===== src/rtl/dirround_fixup.sv =====
module dirround_fixup #(
  parameter int W = 32
) (
  input  logic           clk,
  input  logic           rst_n,
  input  logic           in_valid,
  input  logic [1:0]     rmode,
  input  logic [1:0]     fmt,
  input  logic [2:0]     opcls,
  input  logic [W-1:0]   dst_hi,
  input  logic [W-1:0]   dst_lo,
  input  logic [W-1:0]   src_hi,
  input  logic [W-1:0]   src_lo,
  input  logic           inx_lo,
  input  logic           inx_hi,
  output logic [2*W-1:0] out_val,
  output logic           out_done
);
  localparam logic [1:0] M_PINF = 2'b10;
  localparam logic [1:0] M_MINF = 2'b11;

  logic is_dbl, is_pair, is_flt, is_sc, is_uc, adj_ok;
  logic lo_zero, hi_zero, sgn_lo, sgn_hi;
  logic inc_lo, dec_lo, inc_hi, dec_hi;
  logic [W-1:0] add_lo, add_hi;
  logic [2*W-1:0] nxt;

  assign is_dbl  = (fmt == 2'b01);
  assign is_pair = (fmt == 2'b10);
  assign is_flt  = (opcls == 3'd0);
  assign is_sc   = (opcls == 3'd1);
  assign is_uc   = (opcls == 3'd2);
  assign adj_ok  = (is_flt | is_sc | is_uc) & rmode[1];

  assign lo_zero = (dst_lo == '0);
  assign hi_zero = (dst_hi == '0);

  assign sgn_lo = is_uc ? 1'b0 :
                  (is_sc && lo_zero) ? src_lo[W-1] : dst_lo[W-1];

  always_comb begin
    if (is_uc)
      sgn_hi = 1'b0;
    else if (is_sc && is_dbl)
      sgn_hi = lo_zero ? src_hi[W-1] : dst_lo[W-1];
    else if (is_sc && hi_zero)
      sgn_hi = src_hi[W-1];
    else
      sgn_hi = dst_hi[W-1];
  end

  logic sel_sgn_lo, gate_lo;
  assign sel_sgn_lo = is_dbl ? sgn_hi : sgn_lo;
  assign gate_lo    = adj_ok & inx_lo;

  assign inc_lo = gate_lo & (((rmode == M_PINF) & ~sel_sgn_lo) |
                             ((rmode == M_MINF) & sel_sgn_lo & is_flt));
  assign dec_lo = gate_lo & (rmode == M_MINF) & sel_sgn_lo & ~is_flt;
  assign inc_hi = adj_ok & inx_hi & (((rmode == M_PINF) & ~sgn_hi) |
                                     ((rmode == M_MINF) & sgn_hi & is_flt));
  assign dec_hi = adj_ok & inx_hi & (rmode == M_MINF) & sgn_hi & ~is_flt;

  assign add_lo = dec_lo ? '1 : {{(W-1){1'b0}}, inc_lo};
  assign add_hi = dec_hi ? '1 : {{(W-1){1'b0}}, inc_hi};

  always_comb begin
    nxt = {dst_hi, dst_lo};
    if (is_dbl && is_flt)
      nxt = {dst_hi, dst_lo} + {{(2*W-1){1'b0}}, inc_lo};
    else if (is_pair)
      nxt = {dst_hi + add_hi, dst_lo + add_lo};
    else
      nxt = {dst_hi, dst_lo + add_lo};
  end

  always_ff @(posedge clk) begin
    if (!rst_n) begin
      out_val  <= '0;
      out_done <= 1'b0;
    end else begin
      out_done <= in_valid;
      if (in_valid) out_val <= nxt;
    end
  end
endmodule



===== config.mk =====
export PLATFORM = sky130hd
export DESIGN_NAME = dirround_fixup
export DESIGN_NICKNAME = d
export VERILOG_FILES = /design/src/rtl/dirround_fixup.sv
export SDC_FILE = /design/constraint.sdc
export NUM_CORES = 1
export LEC_CHECK = 0
export BUFFER_PORTS_ARGS = -buffer_cell sky130_fd_sc_hd__buf_2
export CORE_UTILIZATION = 54
export DETAILED_ROUTE_END_ITERATION = 8
export GPL_ROUTABILITY_DRIVEN = 0
export PLACE_DENSITY = 0.86
export SLEW_MARGIN = 20
export SYNTH_ARGS = -nofsm -noshare
export SYNTH_HDL_FRONTEND = slang
export SYNTH_SLANG_ARGS = --single-unit

===== constraint.sdc =====
create_clock -name clk -period 7.38 [get_ports clk]
set_clock_uncertainty 0.05 [all_clocks]
set_input_delay 0.738 -clock clk [delete_from_list [all_inputs] [get_ports clk]]
set_output_delay 0.738 -clock clk [all_outputs]
set_load 0.01 [all_outputs]

==> qor.csv <==
stage;metric;value;unit
timing;Slew headroom;38.28;%
routing;DRC Markers;0;
layout;Reg area;1301;um^2
hold_path;hold_sp;out_val[51]$_SDFFE_PN0P_;
power;Peak supply drop;117.0;uV
timing;Setup Total Neg Slack;0;ns
clock_tree;cts repair resizes;0;
critical_path;CP top delay family;compound AO/OA/AOI/OAI gates;
layout;footprint of the multi-input gates;5849;um^2
timing;hold slack final;0.3837;ns
critical_path;CP startpoint kind;primary input;
global_route;met1 Resource Use GR;41.86;%
hold_path;hold path depth;2;
critical_path;Crit Path Class;in -> reg;
clock_tree;Skew-Pair Late Insertion Delay;0.35;ns
timing;Fmax;177.3;MHz
global_route;Most Crowded Layer GR;met2;
clock_tree;Post-CTS Hold Fix Bufs;0;
global_route;vias in the first global route;8139;
synthesis;Post-Syn Area per Cell;7.224;um^2
timing;Worst-Margin Slew;0.9202;ns
routing;Post-DRT Antenna Nets;0;
layout;commonest cells after routing, fill and taps aside;buf_2, nand2_1, a21oi_1;
layout;Layout Nets;1357;
global_route;met2 GRT Util;55.04;%
global_route;GRT Total Usage;34.30;%
critical_path;Critical Path RT;7.62;ns
critical_path;worst r2r path cells;2;
die;initial core utilization;55.53;%
synthesis;Unique masters post-synth;76;
clock_tree;clk sink count;65;
layout;fillers;1189;
run_status;status;finished, final reports clean;
layout;final instance area;8524;um^2
synthesis;Syn Nets;1228;
critical_path;crit path max fanout;4;
timing;Slew Limit Fails;0;
synthesis;synth warn;0;
layout;fraction of layout cells with a size suffix above 1;16.61;%
clock_tree;Root Driver;clkbuf_16;
routing;1st-iter DRT viols;874;
global_route;initial antenna violation count;2;
layout;Post-Layout Cell Count;1333;
critical_path;RR Endpoint;out_val[0]$_SDFFE_PN0P_;
hold_path;hold endpoint;out_val[51]$_SDFFE_PN0P_;
synthesis;sequential area share after synthesis;17.62;%
power;static leakage;0.003816;uW
clock_tree;Post-CTS Setup Repair Bufs;0;
placement;PortBufs;142;
hold_path;Worst Hold Class;reg -> reg;
routing;via count;8820;
synthesis;ys async rst share;0;%
routing;Initial DRT Pass Iterations;9;
placement;placed instance count;1316;
placement;post-DP HPWL;17.75;mm
flow_run;number of max-cap violations;0;
global_route;M3 GR Usage;6.609;%
critical_path;WP buf/inv;1;
critical_path;Critical R2R Launch;out_val[0]$_SDFFE_PN0P_;
timing;Final Hold Viols;0;
placement;Placed Area;8232;um^2
global_route;largest net degree at the start of global routing;50;
global_route;gr ovfl total;0;
global_route;first-pass GRT wire length;39.10;mm
die;Die Ht;118.9;um
synthesis;Yosys reg bits;65;
die;Die Wd;118.9;um
critical_path;crit-path cells;buf_2 > nor3b_1 > nand4_1 > nor3_1 > o32a_1 > nand2_1 > a21boi_0 > xor2_1 > nor2_1 > ha_1 > fa_1 > a211oi_1 > o21ai_1 > o2111ai_1 > a21oi_1 > o31ai_2 > o21ai_0 > and2_1 > o41ai_1 > a22o_1;
layout;area grow syn2layout;15.46;%
clock_tree;H-tree Lvls;3;
critical_path;R2R setup slack;6.59;ns
die;I/O pins;205;
critical_path;Critical Path Max Stage Delay;0.51;ns
critical_path;CP arrival;5.88;ns
critical_path;slowest cell on the critical path;nor3b_1;
timing;RSZ-0062 raised after global routing;false;
die;Placeable Area;13300;um^2
clock_tree;TritonCTS clock tree;yes;
critical_path;Critical Path Sink Type;flip-flop;
die;row count;42;
power;PwrDens;133.0;nW/um^2
timing;Final Setup Violations;0;
die;die area;14140;um^2
clock_tree;clk buf depth;2;
clock_tree;cts bufs inserted;9;
clock_tree;Reg clk slew, reported paths;0.05;ns
timing;crit path time final;5.639;ns
routing;Routed WL per cell;18.19;um
synthesis;top_reg_cell synth;dfxtp_1;
synthesis;post-synthesis cell count;1022;
layout;most common cell after layout, fill and taps aside;buf_2;
synthesis;Post-synth EDFFs;0;
timing;Tcrit/Tclk final;76.41;%
routing;vias per cell;6.617;
synthesis;Synth Cell Area;7383;um^2
routing;WL final;24.25;mm
==> how the worst max path moves through the flow <==
stage | startpoint | end | depth (start not counted)
finish | opcls[0] | out_val[24]$_SDFFE_PN0P_ | 20
CTS | opcls[0] | out_val[24]$_SDFFE_PN0P_ | 20
floorplan | dst_lo[25] | out_val[24]$_SDFFE_PN0P_ | 16
global route | opcls[0] | out_val[24]$_SDFFE_PN0P_ | 20
detailed placement | opcls[0] | out_val[24]$_SDFFE_PN0P_ | 20
global placement | opcls[0] | out_val[24]$_SDFFE_PN0P_ | 20
==> synthesized netlist by cell type, types with 10 or more instances <==
cell type	instances	area share, %
dfxtp_1	65	18
a21oi_1	104	7.0
o21ai_0	67	4.5
nand4_1	19	1.6
nor2_1	94	4.8
xor2_1	41	4.9
a21o_1	25	2.5
xnor2_1	38	4.5
ha_1	64	11
nand2_1	122	6.2
inv_1	16	0.81
nor4_1	16	1.4
and2_1	10	0.85
o211ai_1	18	1.8
a211oi_1	24	2.4
clkbuf_1	28	1.4
nand3_1	41	2.8
and3_1	19	1.6
a31oi_1	12	1.0
nor3_1	37	2.5
==> tightest hold or removal path: stages (launching register included) <==
cell,delay (ns)
dfxtp_1,0.30
nand2_1,0.05
nand2_1,0.04
==> area by class of cell <==
class / instances / share of cell area, %
well taps: 176 / 2.583
multi-input cells: 904 / 68.62
flip-flops and latches: 65 / 15.26
diodes: 1 / 0.02936
clock buffers: 13 / 2.936
inverters: 18 / 0.7926
repair buffers: 153 / 9.306
clock inverters: 3 / 0.4697
==> power breakdown <==
group | switching [uW] | internal (uW) | total (uW)
Combinational | 189 | 118 | 307
Sequential | 14.0 | 378 | 392
Clock | 166 | 270 | 435
==> cell families (layout without fill, tap and decap cells) <==
kind of cell,after synthesis,count (layout),synth area share [%]
compound gates,336,336,29.42
xor+xnor,79,79,9.371
fa+ha+maj,66,66,11.39
buf+inv,53,187,3.271
flops,65,65,17.62
mux,7,7,0.9660
other cells,0,1,0
simple gates,416,416,27.96
==> routing by layer <==
layer	up-vias	part of all wire, %	wire (um)
met3	117	11	2689
met2	587	45	10960
met1	3992	39	9362
li1	4124	-	-
met5	-	0	0
met4	0	5.1	1229
==> sequential cells by signal, indices dropped and copies added (netlist names) <==
register and cells:
out_done 1, out_val 64
==> through the flow <==
stage | worst slack (ns) | total power (uW) | utilization (%)
2_1_floorplan | 1.927 | 578.2 | -
3_3_place_gp | 1.644 | 689.5 | 61.91
3_5_place_dp | 1.700 | 695.6 | 61.91
4_1_cts | 1.963 | 1132 | 64.10
5_1_grt | 1.408 | 1180 | 64.12
6_report | 1.741 | 1133 | 64.12
Note: power is estimated with default switching activity, not from simulation.
